<file path="src/rtl/cas128_pkg.sv">
package cas128_pkg;

  typedef enum logic [2:0] {
    S_IDLE = 3'd0,
    S_RDLO = 3'd1,
    S_RDHI = 3'd2,
    S_WRLO = 3'd3,
    S_WRHI = 3'd4,
    S_DONE = 3'd5
  } casState_t;

  typedef struct packed {
    logic capture;   // latch operands from the ports
    logic latchLo;   // latch read data as low half
    logic latchHi;   // latch read data as high half
    logic selHi;     // current beat targets the +8 word
    logic present;   // result outputs are valid
  } casStrobe_t;

endpackage

</file>
<file path="src/rtl/cas128_eq.sv">
module cas128_eq #(
  parameter int WORD_W = 64,
  parameter int LANES  = 2
) (
  input  logic [LANES*WORD_W-1:0] aVec,
  input  logic [LANES*WORD_W-1:0] bVec,
  output logic                    equal
);
  logic [LANES-1:0] laneEq;

  for (genvar g = 0; g < LANES; g++) begin : gLane
    assign laneEq[g] = (aVec[g*WORD_W +: WORD_W] == bVec[g*WORD_W +: WORD_W]);
  end

  assign equal = &laneEq;
endmodule

</file>
<file path="src/rtl/cas128_ctrl.sv">
module cas128_ctrl
  import cas128_pkg::*;
(
  input  logic       clk,
  input  logic       rstN,
  input  logic       start,
  input  logic       misaligned,
  input  logic       memReady,
  output casStrobe_t strobe,
  output logic       memReq,
  output logic       memWe,
  output logic       lock,
  output logic       busy,
  output logic       done
);
  casState_t state, stateNext;
  logic lockQ;

  always_comb begin
    stateNext = state;
    unique case (state)
      S_IDLE: if (start) stateNext = misaligned ? S_DONE : S_RDLO;
      S_RDLO: if (memReady) stateNext = S_RDHI;
      S_RDHI: if (memReady) stateNext = S_WRLO;
      S_WRLO: if (memReady) stateNext = S_WRHI;
      S_WRHI: if (memReady) stateNext = S_DONE;
      S_DONE: stateNext = S_IDLE;
      default: stateNext = S_IDLE;
    endcase
  end

  always_ff @(posedge clk) begin
    if (!rstN) begin
      state <= S_IDLE;
      lockQ <= 1'b0;
    end else begin
      state <= stateNext;
      if (state == S_IDLE && start && !misaligned) begin
        lockQ <= 1'b1;
      end else if (state == S_WRHI && memReady) begin
        lockQ <= 1'b0;
      end
    end
  end

  always_comb begin
    strobe         = '0;
    strobe.capture = (state == S_IDLE) && start;
    strobe.latchLo = (state == S_RDLO) && memReady;
    strobe.latchHi = (state == S_RDHI) && memReady;
    strobe.selHi   = (state == S_RDHI) || (state == S_WRHI);
    strobe.present = (state == S_DONE);
  end

  assign memReq = (state == S_RDLO) || (state == S_RDHI) ||
                  (state == S_WRLO) || (state == S_WRHI);
  assign memWe  = (state == S_WRLO) || (state == S_WRHI);
  assign lock   = lockQ;
  assign busy   = (state != S_IDLE);
  assign done   = (state == S_DONE);
endmodule

</file>
<file path="src/rtl/cas128_dpath.sv">
module cas128_dpath
  import cas128_pkg::*;
#(
  parameter int ADDR_W     = 48,
  parameter int WORD_W     = 64,
  parameter int FLAG_W     = 32,
  parameter int ZF_BIT     = 6,
  parameter int ALIGN_BITS = 4
) (
  input  logic              clk,
  input  logic              rstN,
  input  casStrobe_t        strobe,
  input  logic [ADDR_W-1:0] addr,
  input  logic [WORD_W-1:0] cmpLo,
  input  logic [WORD_W-1:0] cmpHi,
  input  logic [WORD_W-1:0] newLo,
  input  logic [WORD_W-1:0] newHi,
  input  logic [FLAG_W-1:0] flagsIn,
  input  logic [WORD_W-1:0] memRdata,
  output logic              misaligned,
  output logic [ADDR_W-1:0] memAddr,
  output logic [WORD_W-1:0] memWdata,
  output logic              fault,
  output logic              regUpdate,
  output logic [WORD_W-1:0] resLo,
  output logic [WORD_W-1:0] resHi,
  output logic [FLAG_W-1:0] flagsOut
);
  localparam int STEP = WORD_W / 8;

  logic [ADDR_W-1:0] addrQ;
  logic [WORD_W-1:0] cmpLoQ, cmpHiQ, newLoQ, newHiQ, oldLoQ, oldHiQ;
  logic [FLAG_W-1:0] flagsQ;
  logic              faultQ;
  logic              match;
  logic [FLAG_W-1:0] flagsZf;

  assign misaligned = |addr[ALIGN_BITS-1:0];

  always_ff @(posedge clk) begin
    if (!rstN) begin
      addrQ  <= '0;
      cmpLoQ <= '0;
      cmpHiQ <= '0;
      newLoQ <= '0;
      newHiQ <= '0;
      flagsQ <= '0;
      faultQ <= 1'b0;
      oldLoQ <= '0;
      oldHiQ <= '0;
    end else begin
      if (strobe.capture) begin
        addrQ  <= addr;
        cmpLoQ <= cmpLo;
        cmpHiQ <= cmpHi;
        newLoQ <= newLo;
        newHiQ <= newHi;
        flagsQ <= flagsIn;
        faultQ <= misaligned;
      end
      if (strobe.latchLo) oldLoQ <= memRdata;
      if (strobe.latchHi) oldHiQ <= memRdata;
    end
  end

  cas128_eq #(.WORD_W(WORD_W), .LANES(2)) u_eq (
    .aVec ({oldHiQ, oldLoQ}),
    .bVec ({cmpHiQ, cmpLoQ}),
    .equal(match)
  );

  assign memAddr  = addrQ + (strobe.selHi ? ADDR_W'(STEP) : '0);
  assign memWdata = match ? (strobe.selHi ? newHiQ : newLoQ)
                          : (strobe.selHi ? oldHiQ : oldLoQ);

  always_comb begin
    flagsZf         = flagsQ;
    flagsZf[ZF_BIT] = match;
  end

  assign fault     = strobe.present && faultQ;
  assign regUpdate = strobe.present && !faultQ && !match;
  assign resLo     = regUpdate ? oldLoQ : cmpLoQ;
  assign resHi     = regUpdate ? oldHiQ : cmpHiQ;
  assign flagsOut  = !strobe.present ? '0 : (faultQ ? flagsQ : flagsZf);
endmodule

</file>
<file path="src/rtl/cas128_unit.sv">
module cas128_unit
  import cas128_pkg::*;
#(
  parameter int ADDR_W     = 48,
  parameter int WORD_W     = 64,
  parameter int FLAG_W     = 32,
  parameter int ZF_BIT     = 6,
  parameter int ALIGN_BITS = 4
) (
  input  logic              clk,
  input  logic              rstN,
  input  logic              start,
  input  logic [ADDR_W-1:0] addr,
  input  logic [WORD_W-1:0] cmpLo,
  input  logic [WORD_W-1:0] cmpHi,
  input  logic [WORD_W-1:0] newLo,
  input  logic [WORD_W-1:0] newHi,
  input  logic [FLAG_W-1:0] flagsIn,
  output logic              busy,
  output logic              done,
  output logic              fault,
  output logic              regUpdate,
  output logic [WORD_W-1:0] resLo,
  output logic [WORD_W-1:0] resHi,
  output logic [FLAG_W-1:0] flagsOut,
  output logic              lock,
  output logic              memReq,
  output logic              memWe,
  output logic [ADDR_W-1:0] memAddr,
  output logic [WORD_W-1:0] memWdata,
  input  logic              memReady,
  input  logic [WORD_W-1:0] memRdata
);
  casStrobe_t strobe;
  logic       misaligned;

  cas128_ctrl u_ctrl (
    .clk       (clk),
    .rstN      (rstN),
    .start     (start),
    .misaligned(misaligned),
    .memReady  (memReady),
    .strobe    (strobe),
    .memReq    (memReq),
    .memWe     (memWe),
    .lock      (lock),
    .busy      (busy),
    .done      (done)
  );

  cas128_dpath #(
    .ADDR_W(ADDR_W), .WORD_W(WORD_W), .FLAG_W(FLAG_W),
    .ZF_BIT(ZF_BIT), .ALIGN_BITS(ALIGN_BITS)
  ) u_dpath (
    .clk       (clk),
    .rstN      (rstN),
    .strobe    (strobe),
    .addr      (addr),
    .cmpLo     (cmpLo),
    .cmpHi     (cmpHi),
    .newLo     (newLo),
    .newHi     (newHi),
    .flagsIn   (flagsIn),
    .memRdata  (memRdata),
    .misaligned(misaligned),
    .memAddr   (memAddr),
    .memWdata  (memWdata),
    .fault     (fault),
    .regUpdate (regUpdate),
    .resLo     (resLo),
    .resHi     (resHi),
    .flagsOut  (flagsOut)
  );
endmodule

</file>
<file path="config.mk">
export PLATFORM = sky130hd
export DESIGN_NAME = cas128_unit
export DESIGN_NICKNAME = d
export VERILOG_FILES = /design/src/rtl/cas128_pkg.sv /design/src/rtl/cas128_eq.sv /design/src/rtl/cas128_ctrl.sv /design/src/rtl/cas128_dpath.sv /design/src/rtl/cas128_unit.sv
export SDC_FILE = /design/constraint.sdc
export NUM_CORES = 1
export LEC_CHECK = 0
export ABC_AREA = 0
export BUFFER_PORTS_ARGS = -buffer_cell sky130_fd_sc_hd__buf_4
export CAP_MARGIN = 20
export CORE_AREA = 8 8 259 261
export DETAILED_ROUTE_END_ITERATION = 8
export DIE_AREA = 0 0 267 269
export PLACE_DENSITY_LB_ADDON = 0.08
export SETUP_SLACK_MARGIN = 0.15
export SYNTH_ARGS = -nofsm -noshare
export SYNTH_HDL_FRONTEND = slang
export SYNTH_SLANG_ARGS = --single-unit
</file>
<file path="constraint.sdc">
create_clock -name clk -period 3.82 [get_ports clk]
set_input_delay 0.382 -clock clk [delete_from_list [all_inputs] [get_ports clk]]
set_output_delay 0.382 -clock clk [all_outputs]
set_load 0.01 [all_outputs]
</file>
==> results.md, run 1 <==
- The run finished with clean final reports.
- The global-route congestion overflow total is 0.
- Final hold analysis gives a worst-case slack of slightly below 0.03 ns.
- The final layout contains routed wiring with a total length of between 100 and 150 mm.
- The worst setup path is launched from a flop.
- By startpoint and endpoint, the worst setup path is classified as flop to output pin.
- The first global-routing pass estimated 151.2 mm of wire.
- The share of total power dissipated in the clock network is 0.369.
- The type of the tightest min-delay check is primary input to flop.
- For this run, the detailed router's first-pass iteration total came to 5.
- The initial utilization of the core area, before any placement, comes to 0.3617.
- In the post-synthesis netlist, the biggest area contributors are sky130_fd_sc_hd__dfxtp_1, sky130_fd_sc_hd__nand2_1, sky130_fd_sc_hd__a21boi_0, sky130_fd_sc_hd__mux2_2, sky130_fd_sc_hd__xnor2_1.
- The clock arrives with ~0.025 ns of skew.
- For this design the top-level I/O count stands at 683.
- The largest single stage delay on the critical path is about 0.50 ns.
- The fraction of layout cells with a size suffix above 1 is 0.3493.
- The die covers around 72,000 sq um.
- The global-route usage over all layers is 0.2825.
- The routed length per instance is 25.78 um.
- Of the total power, combinational logic draws 0.230.
- The horizontal die dimension is 267 um.
- The synthesized instance count is around 2,600.
- The arrival time at the worst endpoint is approximately 3.4 ns.
- Walking the worst path, the cells encountered are xnor2_1, nand4_1, nor4_2, nand4_1, buf_4, o21ai_4, buf_12, buf_12, buf_16, mux2_2, buf_4.
- The number of hold-slack violations in the final timing report was 0.
- The final core area utilization is 0.5288.
- The pre-CTS setup slack is -0.1498 ns.
- The depth of the CTS H-tree is 2.
- Setup repair after global routing could not meet its margin everywhere.
- The mean area per synthesized cell is between 8 and 9 sq um.
- The number of global-route vias before repair is around 22,000.
- For this block, the via count after detailed routing is 21,440.
- The maximum count of clock buffers along a single path is 3.
- The worst-path cell with the longest stage delay is sky130_fd_sc_hd__dfxtp_1.
- The initial antenna violation count was 19.
- The area of the core is 62,740 sq um.
- The clock tree root buffer cell is sky130_fd_sc_hd__clkbuf_16.
- The internal power consumption is approximately 9.9 mW.
- The netlist area before placement is between 20,000 and 25,000 sq um.
- For the worst setup path, the data required time is around 3.4 ns.
- The number of vias per cell is approximately 5.2.
- Of all cell types, the one taking the most synthesized area is sky130_fd_sc_hd__dfxtp_1.
- The headroom to the max-slew limit is 0.2239.
- The net count after synthesis is approximately 3,000.
- The biggest fanout along the worst timing path is 6.
- Of the synthesized area, sequential elements account for 0.4138.
- At the end of routability-driven placement, the weighted congestion stood at roughly 0.85.
- The clock tree from TritonCTS is built.
- The synthesized flop and latch total is between 400 and 500.
- The leakage dissipation is roughly 13 nW.
- After clock tree synthesis, the flow added hold-fix buffers numbering 0.
- The maximum frequency from static timing analysis is between 200 and 300 MHz.
- The post-layout net count is between 3,000 and 4,000.
- After detailed routing, the number of remaining DRC violations is 0.
- The element type at the critical path end is an output pin.
- Input and output buffers added on the ports amount to approximately 680.
- For this design the total switching power over the nets is between 4 and 5 mW.
- The first routing iteration left 1,599 violations.
- The portion of total power attributed to sequential cells is 0.401.
- The max-slew violation count is 0.
- The height of the die is roughly 270 um.
- From synthesis to final layout, the design area changed by 46.19%.
- The clock period minus worst slack is between 3 and 4 ns.
- For the pin with the worst max-slew slack, the measured transition is between 1 and 1.5 ns.
- The share of the clock period used by the worst path is 0.9998.
- The post-route antenna net violation count is 0.
- Entering global routing, the biggest net connects roughly 180 pins.
- The area of placed instances is 28,670 sq um.
- The final-report setup violation count is 0.
- Once layout is done, the placed cells without fillers occupy 33,170 sq um.
- The share of synthesized area in the top cell type comes to 0.4138.
- The HPWL after detailed placement is between 70 and 80 mm.
- Clock-pin slew was measured on the worst setup and hold paths at approximately 0.060 ns.
- The Yosys step of the flow raised 0 warnings.
- The total power after layout is around 14 mW.
- The insertion delay to the later sink of the worst-skew pair is slightly above 0.6 ns.
- Yosys mapped the design onto 38 distinct sky130hd cell types.
- Dividing total power by cell area gives a power density of roughly 420 nW/um^2.
- The tool flagged a number of max-cap violations equal to 0.
- The number of clock sinks is roughly 470.
- TritonCTS created between 50 and 60 clock buffers.
- The post-layout worst setup margin is 0.0008584 ns.
- The switching fraction of total power is 0.2980.
- The worst IR drop on VDD is about 0.30 mV.
- The cell row count is 92.
[cells in the mapped netlist]
cell type                  number
sky130_fd_sc_hd__mux4_1         4
sky130_fd_sc_hd__and3_1         8
sky130_fd_sc_hd__o21ai_0        5
sky130_fd_sc_hd__a21boi_0     460
sky130_fd_sc_hd__a21boi_1       4
sky130_fd_sc_hd__buf_2         24
sky130_fd_sc_hd__dfxtp_1      469
sky130_fd_sc_hd__nand3b_1       1
sky130_fd_sc_hd__o32ai_1        1
sky130_fd_sc_hd__nor4_1         9
sky130_fd_sc_hd__or3_1          2
sky130_fd_sc_hd__nand4_1       44
sky130_fd_sc_hd__buf_12         2
sky130_fd_sc_hd__nor3_1         3
sky130_fd_sc_hd__or2_2          1
sky130_fd_sc_hd__nand2b_1       2
sky130_fd_sc_hd__buf_6          2
sky130_fd_sc_hd__xnor2_1      164
sky130_fd_sc_hd__nand3_1       19
sky130_fd_sc_hd__mux2_2       128
sky130_fd_sc_hd__or2_1          1
sky130_fd_sc_hd__clkbuf_1     160
sky130_fd_sc_hd__a21oi_1        3
sky130_fd_sc_hd__and4_1         6
sky130_fd_sc_hd__xor2_1        10
sky130_fd_sc_hd__nand2_1      948
sky130_fd_sc_hd__nor3b_1        1
sky130_fd_sc_hd__buf_4          5
sky130_fd_sc_hd__and2_1        39
sky130_fd_sc_hd__ha_1           2
sky130_fd_sc_hd__nor4_2         2
sky130_fd_sc_hd__nor2_1        12
sky130_fd_sc_hd__or4_1          1
sky130_fd_sc_hd__mux4_2        60
sky130_fd_sc_hd__inv_1          2
sky130_fd_sc_hd__o21ai_1        1
sky130_fd_sc_hd__nor2b_1        1
sky130_fd_sc_hd__o31ai_1        1
[worst max-delay path: cells and delay by family, from the launching register on]
kind                   cells  cell delay [ns]
flip-flops                 1             0.50
multiplexers               1             0.34
buffers and inverters      5             0.80
AND/OR/NAND/NOR            3             0.80
AO/OA/AOI/OAI              1             0.21
XOR/XNOR                   1             0.17
[cell type report]
| class | count | area, sq um |
|---|---|---|
| multi-input combinational | 1943 | 13580 |
| tap | 846 | 1059 |
| antenna | 11 | 27.53 |
| sequential | 469 | 9425 |
| timing repair buffer | 777 | 7343 |
| clock buffer | 82 | 1595 |
| fill | 5880 | 29560 |
| clock inverter | 11 | 132.6 |
| inverter | 2 | 7.507 |
[kinds of logic (layout without fill, tap and decap cells)]
family,count (synthesis),after routing,synth area share
flops,469,469,0.4138
xor+xnor,174,174,0.06716
simple gates,1100,1100,0.1976
compound gates,475,475,0.1562
other cells,0,11,0
buf+inv,195,872,0.03650
mux,192,192,0.1277
fa+ha+maj,2,2,0.001103
[placed cells by master (no fill, tap or decap), types with 44 or more instances in the layout]
master	Yosys	layout
sky130_fd_sc_hd__buf_4	5	538
sky130_fd_sc_hd__buf_6	2	189
sky130_fd_sc_hd__a21boi_0	460	460
sky130_fd_sc_hd__nand2_1	948	948
sky130_fd_sc_hd__xnor2_2	0	46
sky130_fd_sc_hd__clkbuf_16	0	55
sky130_fd_sc_hd__dfxtp_1	469	448
sky130_fd_sc_hd__mux4_2	60	64
sky130_fd_sc_hd__xnor2_1	164	107
sky130_fd_sc_hd__nand4_1	44	44
sky130_fd_sc_hd__mux2_4	0	122
[final timing paths]
check	end	from	cells after the start	slack [ns]
setup / recovery	resLo[42]	u_dpath.oldLoQ[48]	11	0.0009
setup reg to reg	u_dpath.flagsQ[5]	u_ctrl.state[2]	6	1.49
hold / removal	u_dpath.newHiQ[57]	newHi[57]	3	0.03
hold reg to reg	u_dpath.newHiQ[60]	u_dpath.newHiQ[60]	2	0.46
[metrics by stage]
stage / TNS (ns) / cells
after CTS: 0 / 4127
after detailed placement: -4.379 / 3995
after floorplan: 0 / 2607
after global placement: -1.131 / 3995
final: 0 / 4141
after global routing: -1.170 / 4136
[layer usage]
layer | global-route usage | share of wire | wire, um
met3 | 0.08643 | 0.081 | 8652
met4 | 0.08352 | 0.028 | 3001
met1 | 0.3323 | 0.40 | 42230
met2 | 0.4930 | 0.49 | 52800
met5 | 0 | 0.00071 | 76
[flip-flops by register name, summed over array words and instances, names as in the netlist]
register / flops
u_dpath.cmpHiQ: 64
u_dpath.cmpLoQ: 64
u_dpath.newHiQ: 64
u_dpath.newLoQ: 64
u_dpath.oldHiQ: 64
u_dpath.oldLoQ: 64
u_dpath.addrQ: 48
u_dpath.flagsQ: 32
u_ctrl.state: 3
u_ctrl.lock: 1
u_dpath.faultQ: 1
[power groups by stage]
stage               clock [mW]  sequential, mW  combinational [mW]
global route              5.47            5.67                3.46
detailed placement           0            5.69                2.86
finish                    5.18            5.64                3.24
CTS                       5.26            5.61                3.16
global placement             0            5.68                2.84
floorplan                    0            5.57                1.48
[what timing repair did]
action / CTS / global route
setup buffers: 20 / 1
pin swaps: 17 / 17
resized for setup: 312 / 147
endpoints found under the setup margin: 205 / 196
cloned: 19 / 2
Power figures use the tool's default switching activity.
==> run 2: changes to the inputs <==
Settings changed: CORE_AREA 8 8 259 261 to 8 8 256 258, DIE_AREA 0 0 267 269 to 0 0 264 266, MAX_ROUTING_LAYER set to met4.
==> run 2 against run 1 <==
Global-route usage rose by 1.3 points. Clock power increased by 3.9%. Clock skew fell by 0.012 ns. Die area shrank 2.2%. Sequential share of layout area increased by 0.58 points. Cell count decreased by 1.2%. Flip-flop and latch count unchanged. Largest cell class unchanged. Wire length grew 0.35%. Register-to-register slack worse by 0.02 ns. Via count is 0.42% higher. Combinational power down 6%.
==> results.md, run 2 (synthesized netlist as in run 1, its figures left out) <==
- Status: finished clean (unchanged).
- The wire length after detailed routing came to 107.1 mm (was 106.8 mm).
- The multi-input gate area in the final layout is 13,320 sq um (was 13,580 sq um).
- The starting utilization of the core area was 0.3704 (was 0.3617).
- The max-slew violation count came to 0 (unchanged).
- The total power after layout is 14.10 mW (was 14.05 mW).
- The full die area came to 70,220 sq um (was 71,820 sq um).
- Setup repair after global routing missed its margin: true (unchanged).
- The pin count of the biggest net entering global routing came to 193 (was 184).
- The CTS buffer count is 54 (was 53).
- The type of the tightest min-delay check is primary input to flop (unchanged).
- The wire length of the first global-routing pass was 152.0 mm (was 151.2 mm).
- Among the stages of the critical path, the cell type that occurs most often is sky130_fd_sc_hd__nand4_1.
- The global-route congestion overflow total came to 0 (unchanged).
- The number of global-route vias before repair is 22,024 (was 21,828).
- The HPWL after detailed placement is 77.93 mm (was 76.30 mm).
- The setup TNS after final layout is 0 ns (unchanged).
- The maximum count of clock buffers along a single path is 3 (unchanged).
- The number of cells after detailed placement was 3,938 (was 3,995).
- The post-layout net count is 3,639 (was 3,652).
- The cell row count came to 91 (was 92).
- The final weighted congestion in routability-driven placement is 0.8888 (was 0.8515).
- The slew at the pin closest to its max-slew limit is 1.037 ns (was 1.164 ns).
- The post-route antenna net violation count is 0 (unchanged).
- Most used cells in the layout excluding fill and tap cells: sky130_fd_sc_hd__nand2_1, sky130_fd_sc_hd__buf_4, sky130_fd_sc_hd__a21boi_0 (unchanged).
- The number of buffers inserted by port buffering is 682 (unchanged).
- The routed length per instance is 26.17 um (was 25.78 um).
- The length of the first detailed-routing pass in iterations is 5 (unchanged).
- The fraction of power consumed by combinational cells is 0.217 (was 0.230).
- The portion of total power attributed to sequential cells is 0.401 (about the same).
- The post-layout worst setup margin came to 0.05674 ns (was 0.0008584 ns).
- The total number of vias came to 21,530 (was 21,440).
- The pre-CTS setup slack is -0.02508 ns (was -0.1498 ns).
- The internal power consumption is 9.944 mW (was 9.867 mW).
- The fraction of layout cells with a size suffix above 1 came to 0.3377 (was 0.3493).
- The final standard cell count with taps included and fillers excluded is 4,093 (was 4,141).
- The switching fraction of total power was 0.2948 (was 0.2980).
- The horizontal die dimension is 264 um (was 267 um).
- The area of the core was 61,260 sq um (was 62,740 sq um).
- The relative contribution of the clock network to total power is 0.381 (was 0.369).
- Cells along the critical path: xnor2_1, nand4_1, nor4_2, nand4_1, buf_6, o21ai_4, buf_12, clkbuf_16, mux2_2, buf_4 (was xnor2_1, nand4_1, nor4_2, nand4_1, buf_4, o21ai_4, buf_12, buf_12, buf_16, mux2_2, buf_4).
- The number of max-capacitance violations reported is 0 (unchanged).
- The most common cell after layout, fill and taps aside is sky130_fd_sc_hd__nand2_1 (unchanged).
- The arrival time at the worst endpoint is 3.38 ns (was 3.44 ns).
- The insertion delay to the later sink of the worst-skew pair is 0.59 ns (was 0.61 ns).
- The I/O pin count was 683 (unchanged).
- The worst-path cell with the longest stage delay was sky130_fd_sc_hd__dfxtp_1 (unchanged).
- The number of clock sinks was 469 (unchanged).
- The layout-stage area growth over the synthesis result came to 43.12% (was 46.19%).
- The clock tree from TritonCTS is built (unchanged).
- The worst IR drop on VDD is 0.3097 mV (was 0.3045 mV).
- The switching component of the power is 4.156 mW (was 4.188 mW).
- The share of the clock period used by the worst path is 0.9851 (was 0.9998).
- The global-route usage over all layers is 0.2953 (was 0.2825).
- The headroom to the max-slew limit is 0.3087 (was 0.2239).
- The category of the critical setup timing path is flop to output pin (unchanged).
- The clock transition at the registers of the reported paths is 0.06 ns (about the same).
- The maximum frequency from static timing analysis is 265.7 MHz (was 261.8 MHz).
- The leakage dissipation is 13.11 nW (was 13.39 nW).
- The depth of the CTS H-tree is 2 (unchanged).
- The clock tree root buffer cell is sky130_fd_sc_hd__clkbuf_16 (unchanged).
- The number of inserted filler cells in the final layout is 5,786 (was 5,880).
- The violation count after the first detailed-routing iteration is 1,541 (was 1,599).
- The number of remaining DRC errors is 0 (unchanged).
- The biggest fanout along the worst timing path was 10 (was 6).
- The number of vias per cell came to 5.260 (was 5.177).
- The element type at the critical path end was an output pin (unchanged).
- The height of the die came to 266 um (was 269 um).
- The number of hold-slack violations in the final timing report is 0 (unchanged).
- The initial antenna violation count is 28 (was 19).
- The kind of start point of the critical path is a flop (unchanged).
- The final-report setup violation count came to 0 (unchanged).
- The register area is 9415 sq um (was 9425 sq um).
- The power density over the cells is 434.2 nW/um^2 (was 423.7 nW/um^2).
- The worst endpoint required time is 3.44 ns (about the same).
- The delay of the slowest critical-path stage is 0.37 ns (was 0.50 ns).
- The clock period minus worst slack is 3.763 ns (was 3.819 ns).
- The worst setup skew after layout is 0.01322 ns (was 0.02483 ns).
[run 2: power by group through the flow]
stage	clock (mW)	sequential [mW]	combinational (mW)
2_1_floorplan	0	5.57	1.48
3_3_place_gp	0	5.73	2.77
3_5_place_dp	0	5.73	2.80
4_1_cts	5.46	5.64	2.92
5_1_grt	5.67	5.69	3.28
6_report	5.38	5.66	3.06
[run 2: metal layers]
metal  GRT usage  up-vias  wire (um)
li1            -     9990          -
met1      0.3465    10601      43230
met2      0.4946      755      53280
met3     0.06597      184       7013
met4      0.1090        0       3606
met5           -        -          0
[run 2: worst max-delay path: cells and delay by family (launching register included)]
kind | cells | cell delay (ns)
buffers and inverters | 4 | 0.73
muxes | 1 | 0.34
xor gates and xnor gates | 1 | 0.37
AOI/OAI and AO/OA | 1 | 0.25
DFF | 1 | 0.37
and+or+nand+nor | 3 | 0.71
[run 2: worst paths after layout]
check                           cells after the start                 end  slack [ns]               start
worst max-delay path                               10           resHi[43]        0.06  u_dpath.oldLoQ[18]
worst max register to register                      5  u_dpath.cmpHiQ[12]        1.47     u_ctrl.state[2]
worst min-delay path                                3  u_dpath.cmpHiQ[62]        0.04           cmpHi[62]
worst min register to register                      2  u_dpath.newHiQ[59]        0.45  u_dpath.newHiQ[59]
[run 2: layout make-up]
cell class | count | area share
tap | 790 | 0.03044
sequential | 469 | 0.2899
clock inverter | 10 | 0.003930
multi-input combinational | 1944 | 0.4102
clock buffer | 88 | 0.05243
antenna | 28 | 0.002158
timing repair buffer | 762 | 0.2107
inverter | 2 | 0.0002312
[run 2: what timing repair did]
action / 4_1_cts / 5_1_grt
gates resized for setup: 121 / 234
hold buffers: 2 / 0
setup buffers: 10 / 3
pin swaps: 21 / 3
hold endpoints to repair: 2 / 0
gates cloned: 7 / 7
endpoints found under the setup margin: 202 / 194
[run 2: through the flow]
| step | cell area (sq um) | utilization | hold WS, ns |
|---|---|---|---|
| after floorplan | 22690 | - | 0.4319 |
| after global placement | 28610 | 0.4671 | 0.4404 |
| after detailed placement | 28610 | 0.4671 | 0.4492 |
| after CTS | 31330 | 0.5114 | 0.0005056 |
| after global routing | 32470 | 0.5301 | 0.01791 |
| final | 32480 | 0.5302 | 0.03687 |
==> run 3: changes to the inputs <==
Settings changed: MAX_ROUTING_LAYER met4 to unset.
==> run 3 against run 2 <==
The flow now finishes with violations (setup timing). Count of clock-buffer cells in the layout is 3 higher. Power hardly changed. Setup slack worse by 0.062 ns. Combinational power hardly changed. Cell area is 0.14% higher. Non-clock buffer count is 19 higher. Register-to-register slack better by 0.13 ns. Critical endpoint is now memWdata[44]. Largest power group unchanged.
==> results.md, run 3 (synthesized netlist as in run 1, its figures left out) <==
- The worst setup skew after layout is 0.01938 ns (was 0.01322 ns).
- The cell row count is 91 (unchanged).
- The CTS buffer count was 54 (unchanged).
- The max-slew violation count is 0 (unchanged).
- The length in cells of the worst reg-to-reg path is 6 (was 5).
- The global-route congestion overflow total was 0 (unchanged).
- The met2 track utilization from global routing came to 0.4871 (was 0.4946).
- The most utilized layer in the global route result is met2 (unchanged).
- The met1 routing resource usage after global routing is 0.3288 (was 0.3465).
- The number of clock sinks is 469 (unchanged).
- The final weighted congestion in routability-driven placement is 0.8734 (was 0.8888).
- The I/O pin count came to 683 (unchanged).
- The worst slack on hold paths is 0.03358 ns (was 0.03687 ns).
- The worst endpoint required time is 3.44 ns (about the same).
- The capturing element of the worst setup path is memWdata[44] (was resHi[43]).
- The number of global-route vias before repair is 21,774 (was 22,024).
- The global-route usage over all layers is 0.2794 (was 0.2953).
- The routed length per instance is 25.52 um (was 26.17 um).
- The height of the die is 266 um (unchanged).
- The worst reg2reg path endpoint is u_dpath.cmpHiQ[26] (was u_dpath.cmpHiQ[12]).
- The delay of the slowest critical-path stage was 0.54 ns (was 0.37 ns).
- The pin count of the biggest net entering global routing is 170 (was 193).
- The insertion delay to the later sink of the worst-skew pair came to 0.61 ns (was 0.59 ns).
- The initial antenna violation count is 25 (was 28).
- The depth of the CTS H-tree is 2 (unchanged).
- The final core area utilization is 0.5309 (was 0.5302).
- The cell area after layout is 32,520 sq um (was 32,480 sq um).
- The maximum frequency from static timing analysis came to 261.4 MHz (was 265.7 MHz).
- The clock tree root buffer cell is sky130_fd_sc_hd__clkbuf_16 (unchanged).
- The clock transition at the registers of the reported paths is 0.06 ns (about the same).
- The length of the first detailed-routing pass in iterations was 6 (was 5).
- The post-route antenna net violation count came to 0 (unchanged).
- The internal power consumption is 9.955 mW (was 9.944 mW).
- Most used cells in the layout excluding fill and tap cells: sky130_fd_sc_hd__nand2_1, sky130_fd_sc_hd__buf_4, sky130_fd_sc_hd__a21boi_0 (unchanged).
- The post-layout worst setup margin is -0.005326 ns (was 0.05674 ns).
- The post-layout net count is 3,658 (was 3,639).
- The type of the tightest min-delay check is primary input to flop (unchanged).
- The launch point of the critical path is u_dpath.oldHiQ[46] (was u_dpath.oldLoQ[18]).
- The leakage dissipation is 13.16 nW (was 13.11 nW).
- The clock tree from TritonCTS is built (unchanged).
- The buffers plus inverters on the worst setup path came to 4 (unchanged).
- The maximum count of clock buffers along a single path is 3 (unchanged).
- The startpoint of the lowest-slack register-to-register path is u_ctrl.state[2] (unchanged).
- The arrival time at the worst endpoint came to 3.44 ns (was 3.38 ns).
- The register-to-register setup slack is 1.60 ns (was 1.47 ns).
- The switching component of the power is 4.131 mW (was 4.156 mW).
- The biggest fanout along the worst timing path is 10 (unchanged).
- The switching fraction of total power is 0.2933 (was 0.2948).
- The wire length of the first global-routing pass is 148.6 mm (was 152.0 mm).
- The number of hold-slack violations in the final timing report came to 0 (unchanged).
- The portion of total power attributed to sequential cells is 0.399 (was 0.401).
- The number of max-capacitance violations reported is 0 (unchanged).
- The final-report setup violation count is 5 (was 0).
- The number of vias per cell is 5.223 (was 5.260).
- The worst-path cell with the longest stage delay is sky130_fd_sc_hd__dfxtp_1 (unchanged).
- The starting utilization of the core area is 0.3704 (unchanged).
- The HPWL after detailed placement came to 75.54 mm (was 77.93 mm).
- The category of the critical setup timing path is flop to output pin (unchanged).
- The most common cell after layout, fill and taps aside is sky130_fd_sc_hd__nand2_1 (unchanged).
- Cells along the critical path: xnor2_1, nand4_1, nor4_1, nand4_1, buf_6, or2_4, buf_12, buf_12, mux4_2, buf_6 (was xnor2_1, nand4_1, nor4_2, nand4_1, buf_6, o21ai_4, buf_12, clkbuf_16, mux2_2, buf_4).
- The slew at the pin closest to its max-slew limit is 1.013 ns (was 1.037 ns).
- The element type at the critical path end is an output pin (unchanged).
- The share of the clock period used by the worst path was 1.001 (was 0.9851).
- The layout-stage area growth over the synthesis result is 43.32% (was 43.12%).
- The count of cell instances traversed by the critical path is 10 (unchanged).
- Setup repair after global routing missed its margin: true (unchanged).
- The clock period minus worst slack is 3.825 ns (was 3.763 ns).
- The fraction of power consumed by combinational cells is 0.219 (was 0.217).
- The pre-CTS setup slack is -0.1126 ns (was -0.02508 ns).
- The number of buffers inserted by port buffering is 682 (unchanged).
- The number of remaining DRC errors is 0 (unchanged).
- The wire length after detailed routing is 104.6 mm (was 107.1 mm).
- The family with the most delay on the worst path is simple AND/OR/NAND/NOR gates (was buffers and inverters).
- The total number of vias is 21,403 (was 21,530).
- The area of the core is 61,260 sq um (unchanged).
- The fraction of layout cells with a size suffix above 1 came to 0.3359 (was 0.3377).
- The power density over the cells is 433.1 nW/um^2 (was 434.2 nW/um^2).
- The headroom to the max-slew limit came to 0.3249 (was 0.3087).
- The area of placed instances is 28,640 sq um (was 28,610 sq um).
- Status: complete, but fails checks (was finished clean).
- The horizontal die dimension came to 264 um (unchanged).
- The worst IR drop on VDD is 0.3415 mV (was 0.3097 mV).
- The full die area is 70,220 sq um (unchanged).
- The relative contribution of the clock network to total power is 0.381 (about the same).
- The checks that failed: setup timing.
- The violation count after the first detailed-routing iteration is 1,488 (was 1,541).
- The global routing met3 resource utilization came to 0.08120 (was 0.06597).
- The kind of start point of the critical path is a flop (unchanged).
==> run 3: cell types whose count changed in the layout (fill, tap and decap cells not counted), sizes merged <==
| cell | previous run | this run |
|---|---|---|
| diode | 28 | 12 |
| buf | 754 | 765 |
| clkbuf | 94 | 100 |
| dlygate4sd3 | 2 | 7 |
| clkinv | 6 | 5 |
==> run 3: metrics by stage <==
step | setup TNS [ns] | instances | power [mW]
2_1_floorplan | 0 | 2607 | 7.047
3_3_place_gp | -5.612 | 3940 | 8.499
3_5_place_dp | -3.481 | 3940 | 8.530
4_1_cts | -2.929 | 4071 | 14.03
5_1_grt | -4.231 | 4095 | 14.66
6_report | -0.01459 | 4098 | 14.09
==> run 3: worst min-delay path, stage by stage <==
cell                       delay, ns
sky130_fd_sc_hd__buf_4          0.11
sky130_fd_sc_hd__nand2_1        0.04
sky130_fd_sc_hd__a21boi_0       0.06
==> run 3: timing repair <==
| action | in CTS | in global routing |
|---|---|---|
| pin swaps | 8 | 15 |
| hold buffers | 7 | 0 |
| endpoints found under the setup margin | 197 | 202 |
| gates resized for setup | 101 | 219 |
| endpoints found under the hold margin | 7 | 0 |
| cloned | 5 | 10 |
| buffers inserted | 19 | 5 |
==> run 3: per-layer routing <==
| metal | wire [um] | vias up |
|---|---|---|
| met5 | 144 | - |
| met4 | 3450 | 22 |
| met3 | 7461 | 169 |
| met2 | 51870 | 699 |
| met1 | 41660 | 10499 |
| li1 | - | 10014 |
==> run 3: how the worst min path moves through the flow <==
stage / start / end / slack, ns / depth (start not counted)
2_1_floorplan: u_dpath.newHiQ[57] / u_dpath.newHiQ[57] / 0.43 / 2
3_3_place_gp: u_dpath.newHiQ[58] / u_dpath.newHiQ[58] / 0.44 / 2
5_1_grt: addr[27] / u_dpath.addrQ[27] / 0.007 / 3
6_report: addr[40] / u_dpath.addrQ[40] / 0.03 / 3
3_5_place_dp: u_dpath.newHiQ[58] / u_dpath.newHiQ[58] / 0.44 / 2
4_1_cts: addr[27] / u_dpath.addrQ[27] / 0.00008 / 3
==> run 3: area by class of cell <==
cell class	instances	area, sq um
Antenna cell	12	30.03
Sequential cell	469	9412
Fill cell	5744	28740
Multi-Input combinational cell	1944	13200
Inverter	2	7.507
Tap cell	790	988.4
Clock buffer	91	1714
Timing Repair Buffer	781	7046
Clock inverter	9	122.6
==> run 3: power groups by stage <==
stage          Sequential [mW]  Combinational (mW)  Clock [mW]
6_report                  5.63                3.09        5.37
5_1_grt                   5.66                3.31        5.69
4_1_cts                   5.61                2.95        5.47
3_5_place_dp              5.70                2.83           0
3_3_place_gp              5.69                2.81           0
2_1_floorplan             5.57                1.48           0
